==> src/rtl/hd_pkg.sv <==
package hd_pkg;

  // Order of the two segments inside one column.
  typedef enum logic {
    ORDER_REG_FIRST = 1'b0,
    ORDER_RAM_FIRST = 1'b1
  } seg_order_e;

  // Register cycles actually used, never more than the total.
  function automatic int clamp_reg(input int total, input int want);
    return (want > total) ? total : ((want < 0) ? 0 : want);
  endfunction

endpackage

==> src/rtl/hd_reg_chain.sv <==
module hd_reg_chain #(
  parameter int W = 8,
  parameter int N = 4
) (
  input  logic         clk,
  input  logic         rst,
  input  logic         en,
  input  logic [W-1:0] d,
  output logic [W-1:0] q
);

  logic [W-1:0] stg [N];

  always_ff @(posedge clk) begin
    if (rst) begin
      for (int i = 0; i < N; i++) stg[i] <= '0;
    end else if (en) begin
      stg[0] <= d;
      for (int i = 1; i < N; i++) stg[i] <= stg[i-1];
    end
  end

  assign q = stg[N-1];

  // a stalled edge leaves the chain output untouched
  p_chain_hold_r2: assert property (@(posedge clk) disable iff (rst)
    !en |=> $stable(q));

  // reset clears the tail stage
  p_chain_reset_r9: assert property (@(posedge clk)
    rst |=> (q == '0) || !$past(rst));

endmodule

==> src/rtl/hd_ram_ring.sv <==
module hd_ram_ring #(
  parameter int W = 8,
  parameter int N = 16
) (
  input  logic         clk,
  input  logic         rst,
  input  logic         en,
  input  logic [W-1:0] d,
  output logic [W-1:0] q
);

  generate
    if (N == 1) begin : g_single
      // A one-cycle segment is just the read register.
      logic [W-1:0] q_r;
      always_ff @(posedge clk) begin
        if (rst)     q_r <= '0;
        else if (en) q_r <= d;
      end
      assign q = q_r;
    end else begin : g_ring
      localparam int AW = $clog2(N);
      localparam logic [AW-1:0] LAST = AW'(N - 1);

      logic [W-1:0]  mem [N];
      logic [AW-1:0] wp;
      logic [AW-1:0] rp;
      logic [W-1:0]  q_r;

      // Read one slot ahead of the write slot: that word was written
      // N-1 enabled edges ago, and the read register adds the last cycle.
      assign rp = (wp == LAST) ? '0 : wp + 1'b1;

      always_ff @(posedge clk) begin
        if (en) mem[wp] <= d;
      end

      always_ff @(posedge clk) begin
        if (rst) begin
          wp  <= '0;
          q_r <= '0;
        end else if (en) begin
          wp  <= rp;
          q_r <= mem[rp];
        end
      end

      assign q = q_r;

      // write pointer never leaves the ring
      p_ptr_range_r8: assert property (@(posedge clk) disable iff (rst)
        wp <= LAST);

      // pointer wraps to zero after the last slot
      p_ptr_wrap_r8: assert property (@(posedge clk) disable iff (rst)
        (en && wp == LAST) |=> (wp == '0));

      // stalled edge freezes pointer and read register
      p_ring_hold_r2: assert property (@(posedge clk) disable iff (rst)
        !en |=> ($stable(wp) && $stable(q_r)));
    end
  endgenerate

endmodule

==> src/rtl/hd_column.sv <==
module hd_column #(
  parameter int W = 8,
  parameter int REG_N = 2,
  parameter int RAM_N = 2,
  parameter hd_pkg::seg_order_e ORDER = hd_pkg::ORDER_REG_FIRST
) (
  input  logic         clk,
  input  logic         rst,
  input  logic         en,
  input  logic [W-1:0] d,
  output logic [W-1:0] q
);

  logic [W-1:0] seg_a_in, seg_a_out, seg_b_in, seg_b_out;

  // Segment A is whichever comes first, segment B the second.
  localparam bit REG_IS_A = (ORDER == hd_pkg::ORDER_REG_FIRST);

  assign seg_a_in = d;
  assign seg_b_in = seg_a_out;
  assign q        = seg_b_out;

  generate
    if (REG_IS_A) begin : g_reg_first
      if (REG_N > 0) begin : g_reg
        hd_reg_chain #(.W(W), .N(REG_N)) u_reg (
          .clk(clk), .rst(rst), .en(en), .d(seg_a_in), .q(seg_a_out));
      end else begin : g_reg_skip
        assign seg_a_out = seg_a_in;
      end
      if (RAM_N > 0) begin : g_ram
        hd_ram_ring #(.W(W), .N(RAM_N)) u_ram (
          .clk(clk), .rst(rst), .en(en), .d(seg_b_in), .q(seg_b_out));
      end else begin : g_ram_skip
        assign seg_b_out = seg_b_in;
      end
    end else begin : g_ram_first
      if (RAM_N > 0) begin : g_ram
        hd_ram_ring #(.W(W), .N(RAM_N)) u_ram (
          .clk(clk), .rst(rst), .en(en), .d(seg_a_in), .q(seg_a_out));
      end else begin : g_ram_skip
        assign seg_a_out = seg_a_in;
      end
      if (REG_N > 0) begin : g_reg
        hd_reg_chain #(.W(W), .N(REG_N)) u_reg (
          .clk(clk), .rst(rst), .en(en), .d(seg_b_in), .q(seg_b_out));
      end else begin : g_reg_skip
        assign seg_b_out = seg_b_in;
      end
    end
  endgenerate

endmodule

==> src/rtl/hybrid_delay.sv <==
module hybrid_delay #(
  parameter int WIDTH      = 21,
  parameter int CYCLES     = 64,
  parameter int SPLIT_AT   = 0,
  parameter int LO_REG_CYC = 32,
  parameter int HI_REG_CYC = 32,
  parameter hd_pkg::seg_order_e ORDER = hd_pkg::ORDER_REG_FIRST
) (
  input  logic             clk,
  input  logic             rst,
  input  logic             enable,
  input  logic [WIDTH-1:0] data_in,
  output logic [WIDTH-1:0] data_out
);

  localparam int  LO_REG = hd_pkg::clamp_reg(CYCLES, LO_REG_CYC);
  localparam int  LO_RAM = CYCLES - LO_REG;
  localparam int  HI_REG = hd_pkg::clamp_reg(CYCLES, HI_REG_CYC);
  localparam int  HI_RAM = CYCLES - HI_REG;
  localparam bit  SPLIT  = (SPLIT_AT > 0) && (SPLIT_AT < WIDTH);
  localparam int  LO_W   = SPLIT ? SPLIT_AT : WIDTH;
  localparam int  HI_W   = SPLIT ? (WIDTH - SPLIT_AT) : 1;

  generate
    if (CYCLES == 0) begin : g_wire
      assign data_out = data_in;
    end else begin : g_line
      hd_column #(.W(LO_W), .REG_N(LO_REG), .RAM_N(LO_RAM), .ORDER(ORDER)) u_lo (
        .clk(clk), .rst(rst), .en(enable),
        .d(data_in[LO_W-1:0]), .q(data_out[LO_W-1:0]));

      if (SPLIT) begin : g_hi
        hd_column #(.W(HI_W), .REG_N(HI_REG), .RAM_N(HI_RAM), .ORDER(ORDER)) u_hi (
          .clk(clk), .rst(rst), .en(enable),
          .d(data_in[WIDTH-1:LO_W]), .q(data_out[WIDTH-1:LO_W]));
      end

      // the whole bus holds across a stalled edge
      p_hold_out_r2: assert property (@(posedge clk) disable iff (rst)
        !enable |=> $stable(data_out));

      // output reads zero right after a reset edge
      p_reset_out_r9: assert property (@(posedge clk)
        rst |=> (data_out == '0) || !$past(rst));
    end
  endgenerate

endmodule

==> config.mk <==
export PLATFORM = sky130hd
export DESIGN_NAME = hybrid_delay
export DESIGN_NICKNAME = d
export VERILOG_FILES = /design/src/rtl/hd_pkg.sv /design/src/rtl/hd_reg_chain.sv /design/src/rtl/hd_ram_ring.sv /design/src/rtl/hd_column.sv /design/src/rtl/hybrid_delay.sv
export SDC_FILE = /design/constraint.sdc
export NUM_CORES = 1
export LEC_CHECK = 0
export BUFFER_PORTS_ARGS = -buffer_cell sky130_fd_sc_hd__buf_4
export CAP_MARGIN = 5
export CORE_AREA = 5 5 365 367
export DETAILED_ROUTE_END_ITERATION = 8
export DIE_AREA = 0 0 370 372
export PLACE_DENSITY = 0.59
export SYNTH_ARGS = -nofsm -noshare
export SYNTH_HDL_FRONTEND = slang
export SYNTH_SLANG_ARGS = --single-unit
==> constraint.sdc <==
create_clock -name clk -period 24.1 [get_ports clk]
set_clock_uncertainty 0.05 [all_clocks]
set_input_delay 2.41 -clock clk [delete_from_list [all_inputs] [get_ports clk]]
set_output_delay 2.41 -clock clk [all_outputs]
set_load 0.02 [all_outputs]
After elaboration in Yosys (flattened, before gate mapping) --
Memory sizes are Yosys's and may differ from the RTL's. A register that Yosys moved wholly into a read port is not among the register bits. Cells that the tools add are included.
Word-level totals: output and inout port bits 21, memories 2, word-level logic and storage cells 76, flip-flop bits (word level) 5, RAM bits 1344
Cells by class: bitwise gates (word level) 32, $add $sub $neg 1, mux-type cells 39, equality and inequality tests 1
Memories:
- g_line.u_lo.g_reg_first.g_ram.u_ram.g_ring.mem | depth 32, bits a word 21, read ports 1, clocked after memory_dff 1, write ports 1, RTL line hd_ram_ring.sv:25 | logic [W-1:0] mem [N];
- g_line.u_lo.g_reg_first.g_reg.u_reg.stg | depth 32, bits a word 21, read ports 32, clocked after memory_dff 0, write ports 32, RTL line hd_reg_chain.sv:12 | logic [W-1:0] stg [N];
Operators by type and width (number):
- 2-to-1 mux 21 bit | 32
- OR 1 bit | 32
- 2-to-1 mux 1 bit | 6
- adder 5 x 1 -> 5 bit (second input constant) | 1
- equality test 5 bit (second input constant) | 1
- 2-to-1 mux 5 bit | 1

Longest topological paths before layout --
Gate-level depths: netlist (run 1).
depth in word-level cells 4, gate-level depth with buffers 10, mapped depth without buffers 8

Modules after synthesis --
A second synthesis (run 1) with hierarchy kept.
Unflattened totals: cells, all modules 3070, area, all modules 53079.7 sq um
Modules (own cells, without submodules):
- hd_ram_ring | times used 1, seq. area each 20699.9 sq um, area each 27005.9 sq um, cells each 1587
- hd_reg_chain | times used 1, seq. area each 20179.4 sq um, area each 26073.8 sq um, cells each 1483

Least setup slack after synthesis (run 1) --
Ideal clock, no wire load.
path type input to register, from input rst, to memory g_line.u_lo.g_reg_first.g_reg.u_reg.stg[0][0] (netlist name) (enable), path buffers 2, arrival time 15.878 ns, required time 23.038 ns, slack 7.160 ns, stages 4, cell sequence clkbuf_1 > nor2_1 > clkbuf_1 > inv_1
RTL lines:
- start: declaration | RTL line hybrid_delay.sv:10 | input logic rst,
- end: declaration | RTL line hd_reg_chain.sv:12

==> impl_metrics.ini, run 1 <==
[global_routing]
grt_use_total = 0.127
grt_max_degree = 310
grt_pass1_vias = 23500
grt_pass1_wl_mm = 136
grt-ovfl-total = 0
antenna_found_initial = 0

[run_status]
status = finished clean

[clock_tree]
htree_levels = 4
clock_path_buffers = 3
cts_setup_buffers = 0
clk_pin_slew_ns = 0.06
clock_latency_ns = 0.72
cts_hold_buf = 0
clockRootBuffer = clkbuf_16
cts_tree = built
ctsResizeCount = 0
cts_num_sinks = 1370
cts_buffers = 137

[yosys]
syn-instance-count = 2706
synthesis.nets = 2735
synth_top_family_by_area = simple AND/OR/NAND/NOR gates
avgSynthCellArea_um2 = 19.0
synth-simple-area-share = 0.102
synth-compound-area-share = 0.00855
ys_seq_elements = 1370
synth_area_um2 = 51400
yosys_warnings = 0
synth_top_area_share = 0.785
synth_adder_area_share = 0.00122
synth_xor_area_frac = 0.000170
synth_top_cells_by_area = edfxtp_1 (79%), mux4_2 (7.4%), and2_1 (4.6%), nor2b_1 (3.6%), dfxtp_1 (1.0%)
synth_largest_area_cell = edfxtp_1
yosys.cell_types.count = 35
synth.mux.area_fraction = 0.0789
synth-seq-area-share = 0.796

[power]
pwr-share-seq = 0.550
swShare = 0.205
irDropWorstVdd_mv = 0.0769
p_per_area_nw_per_um2 = 86.9
p_int_uw = 4010
clockPowerShare = 0.403
pwr-share-comb = 0.048
switching_power_uw = 1030
p_leak_uw = 0.0201

[sta]
layout_setup_ws_ns = 17.72
slew_viol_final = 0
period_minus_slack_ns = 6.38
rsz0062_at_grt = false
finalCritPeriodShare = 0.265
fmax_mhz = 157
final-hold-violation-count = 0
relSlewSlack = 0.215
finalSetupViolCount = 0
final.setup.tns_ns = 0
worstMarginPinSlew_ns = 1.18

[detailed_routing]
totalWireLength_mm = 86.6
route.met2.wl_mm = 43.1
drc = 0
first_pass_iters = 7
viasPerCell = 4.85
drt-met1-wl_mm = 37.8
drt-initial-drc-count = 1910
wl_met3_mm = 3.99
final_antenna_net_count = 0
top_layer_used = met4
wire_per_inst_um = 18.7
vias = 22500

[finish]
final_cell_mix = edfxtp_1 (1,344), and2_1 (379), nor2b_1 (296), mux4_2 (168), clkbuf_16 (140)
layout_commonest_cell = edfxtp_1
fin_nets = 2823
area_growth_pct = 12.8
diodes = 0
drive_gt1_frac = 0.156
final_util = 0.449
stdcell_area_um2 = 58000

[place]
place_area_um2 = 53700
pre_cts_ws_ns = 16.87
place_congestion = 0.711
placement.io_buffers = 44
hpwl_mm = 45.8

[worst_setup_path]
path_delay_family = buffers and inverters
crit_top_cell = buf_4
critPathMaxStageDelay_ns = 0.93
reg2reg_slack_ns = 19.69
worst-setup-path-type = in2reg
cp.buffers_inverters = 6
end_kind = flop
cp.arrival_ns = 6.65
critPathLaunchType = input port
slowest_stage = buf_4
critPathMaxFanout = 146
critPathRequiredTime_ns = 24.37
crit_chain = buf_8 -> nor2_2 -> buf_4 -> inv_8 -> buf_4 -> buf_4 -> buf_4

[floorplan]
die_area_um2 = 138000
floorplan.initialDensity = 0.398
die_h_um = 372
core_um2 = 129000
rows = 132
die_w_um = 370
ioPinCount = 45

[hold_path]
hold_class = reg2reg

[job]
drv_cap = 0
-- per-stage QoR --
step                cells  power (µW)  hold slack, ns
global route         4643        5240           0.475
finish               4643        5040           0.458
floorplan            2706        3020           0.447
detailed placement   4397        3070           0.452
CTS                  4643        5110           0.461
global placement     4397        3060           0.449
-- cell families after synthesis --
group,count (synthesis)
simple gates,923
compound gates,66
flops,1370
fa+ha+maj,5
buf+inv,147
xor+xnor,1
mux,194
-- power groups by stage --
stage	registers, µW	logic (µW)	clock network (µW)
floorplan	2830	190	0
global placement	2820	243	0
detailed placement	2820	247	0
CTS	2770	248	2090
global route	2780	266	2190
finish	2770	241	2030
-- state kept, by name (all words and copies together) (netlist names) --
signal                                          cells
g_line.u_lo.g_reg_first.g_reg.u_reg.stg           672
g_line.u_lo.g_reg_first.g_ram.u_ram.g_ring.mem    672
g_line.u_lo.g_reg_first.g_ram.u_ram.q              21
g_line.u_lo.g_reg_first.g_ram.u_ram.g_ring.wp       5
-- synth_stat cells --
library cell	count
buf_2	23
nand3_1	22
buf_6	14
mux2_4	1
xor2_1	1
mux2i_1	24
a21oi_1	21
mux2i_2	1
edfxtp_1	1344
or3b_2	1
mux4_2	168
clkbuf_2	1
and2_1	379
nor2_1	81
o21ai_1	9
nor3_1	21
a211o_1	1
nor2_2	1
o21ai_0	13
inv_1	3
dfxtp_1	26
buf_4	2
a21boi_1	1
nand3b_1	3
ha_1	5
nor2b_1	297
a21o_1	1
buf_1	5
nand2_1	111
or3_1	3
nand2b_1	2
and3_1	1
and3_4	1
a311o_1	20
clkbuf_1	99
-- layer usage --
layer / vias up / GRT usage
met1: 11600 / 0.169
met3: 135 / 0.0248
met4: 0 / 0.0404
li1: 10400 / -
met2: 400 / 0.211
met5: - / 0
-- cell type report --
type                    instances  area, µm²
flip-flops and latches       1370      40900
repair buffers                 93        731
well taps                    1742       2180
fillers                     11100      71200
multi-input cells            1189       9890
inverters                       3       18.8
clock inverters                69        598
clock buffers                 177       3680
-- final timing paths --
| kind | from | to | cells after the start |
|---|---|---|---|
| max | rst | g_line.u_lo.g_reg_first.g_reg.u_reg.stg[0][25]$_SDFFCE_PN0P_ | 7 |
| min | flop | flop | 1 |
| max reg2reg | flop | g_line.u_lo.g_reg_first.g_ram.u_ram.q[19]$_SDFFE_PP0P_ | 10 |
| min reg2reg | flop | flop | 1 |
No activity file was read; power rests on OpenSTA's default activity.
==> run 2: changes to the inputs <==
clock period = 6.09 ns   (was 24.1 ns; I/O delays follow)
==> run 2 against run 1 <==
Compared with the run above: power grew to 3.9 times the previous value; flip-flop and latch count stayed put; die area is the same; critical path type is now reg2reg.
==> impl_metrics.ini, run 2 (synthesis gave the netlist of run 1 again) <==
[floorplan]
die_h_um = 372
die_area_um2 = 138000
core_um2 = 129000
die_w_um = 370
floorplan.initialDensity = 0.398
rows = 132
ioPinCount = 45

[worst_setup_path]
crit_chain = ha_1 -> and3_1 -> ha_1 -> nor2b_1 -> mux2_4 -> or3_1 -> o21ai_0 -> a311o_1
critPathMaxStageDelay_ns = 0.76
cp.arrival_ns = 4.14
critPathLaunchType = flop
end_kind = flop
critPathRequiredTime_ns = 6.66
reg2reg_slack_ns = 2.51
path_delay_family = simple AND/OR/NAND/NOR gates
critPathMaxFanout = 44
worst-setup-path-type = reg2reg
r2r-end = g_line.u_lo.g_reg_first.g_ram.u_ram.q[0]$_SDFFE_PP0P_
reg2reg_depth = 8
cp.buffers_inverters = 0
crit_top_cell = ha_1
slowest_stage = or3_1

[run_status]
status = finished clean

[detailed_routing]
vias = 22800
first_pass_iters = 5
viasPerCell = 4.91
final_antenna_net_count = 0
drc = 0
drt-initial-drc-count = 1782
totalWireLength_mm = 85.9
wire_per_inst_um = 18.5

[job]
drv_cap = 0

[sta]
relSlewSlack = 0.212
layout_setup_ws_ns = 2.51
final-hold-violation-count = 0
period_minus_slack_ns = 3.58
finalSetupViolCount = 0
whs_ns = 0.115
fmax_mhz = 280
rsz0062_at_grt = false
slew_viol_final = 0
worstMarginPinSlew_ns = 1.18
finalCritPeriodShare = 0.587

[clock_tree]
clockRootBuffer = clkbuf_16
clk_pin_slew_ns = 0.06
cts_tree = built
cts_hold_buf = 0
htree_levels = 4
cts_buffers = 138
ctsResizeCount = 0
cts_setup_buffers = 0
clock_path_buffers = 3
cts_num_sinks = 1370
clock_latency_ns = 0.74

[hold_path]
min_from = data_in[1]
min_to = g_line.u_lo.g_reg_first.g_reg.u_reg.stg[0][1]$_SDFFCE_PN0P_
hold_class = in2reg
hold_depth = 2

[place]
placement.io_buffers = 44
place_congestion = 0.741
hpwl_mm = 46.3
pre_cts_ws_ns = 2.27
place_area_um2 = 53800
dp.cells = 4399

[finish]
layout_commonest_cell = edfxtp_1
multi_input_area_um2 = 9870
fillers = 11000
stdcell_area_um2 = 58000
fin_cells = 4642
final_cell_mix = edfxtp_1 (1,344), and2_1 (379), nor2b_1 (296), mux4_2 (168), clkbuf_16 (144)
area_growth_pct = 12.8
fin_nets = 2826
diodes = 0
seq_area_um2 = 40900
drive_gt1_frac = 0.155

[power]
irDropWorstVdd_mv = 0.291
p_leak_uw = 0.0201
p_per_area_nw_per_um2 = 342

[global_routing]
antenna_found_initial = 0
grt_pass1_wl_mm = 135
grt_pass1_vias = 23400
grt-ovfl-total = 0
grt_max_degree = 324
grt_use_total = 0.125
## run 2: worst max path at each step
stage / start / endpoint / depth (start not counted)
floorplan: rst / g_line.u_lo.g_reg_first.g_reg.u_reg.stg[0][0]$_SDFFCE_PN0P_ / 4
global placement: rst / g_line.u_lo.g_reg_first.g_reg.u_reg.stg[0][20]$_SDFFCE_PN0P_ / 4
detailed placement: rst / g_line.u_lo.g_reg_first.g_reg.u_reg.stg[0][40]$_SDFFCE_PN0P_ / 4
CTS: flop / g_line.u_lo.g_reg_first.g_ram.u_ram.q[7]$_SDFFE_PP0P_ / 7
global route: flop / g_line.u_lo.g_reg_first.g_ram.u_ram.q[7]$_SDFFE_PP0P_ / 7
finish: flop / g_line.u_lo.g_reg_first.g_ram.u_ram.q[0]$_SDFFE_PP0P_ / 8
## run 2: stage by stage
step | setup TNS (ns) | power (µW) | util
finish | 0 | 19800 | 0.449
global route | 0 | 20600 | 0.449
CTS | 0 | 20100 | 0.449
detailed placement | 0 | 12200 | 0.416
global placement | 0 | 12100 | 0.416
floorplan | -3723.53 | 11900 | -
## run 2: routing by layer
layer | wire length (µm) | track usage
met1 | 37900 | 0.168
met2 | 42200 | 0.209
met3 | 4120 | 0.0265
met4 | 1740 | 0.0373
met5 | 0 | 0
## run 2: where the power goes
group	internal (µW)	total [µW]	switching, µW	leakage (µW)
Clock	4540	7900	3360	0.00204
Sequential	10800	11000	181	0.0138
Combinational	442	964	522	0.00427
## run 2: final cells by class
type,instances,area share
clock buffers,192,0.0658
inverters,3,0.000259
clock inverters,51,0.00665
well taps,1742,0.0376
flip-flops and latches,1370,0.705
repair buffers,95,0.0139
multi-input cells,1189,0.170
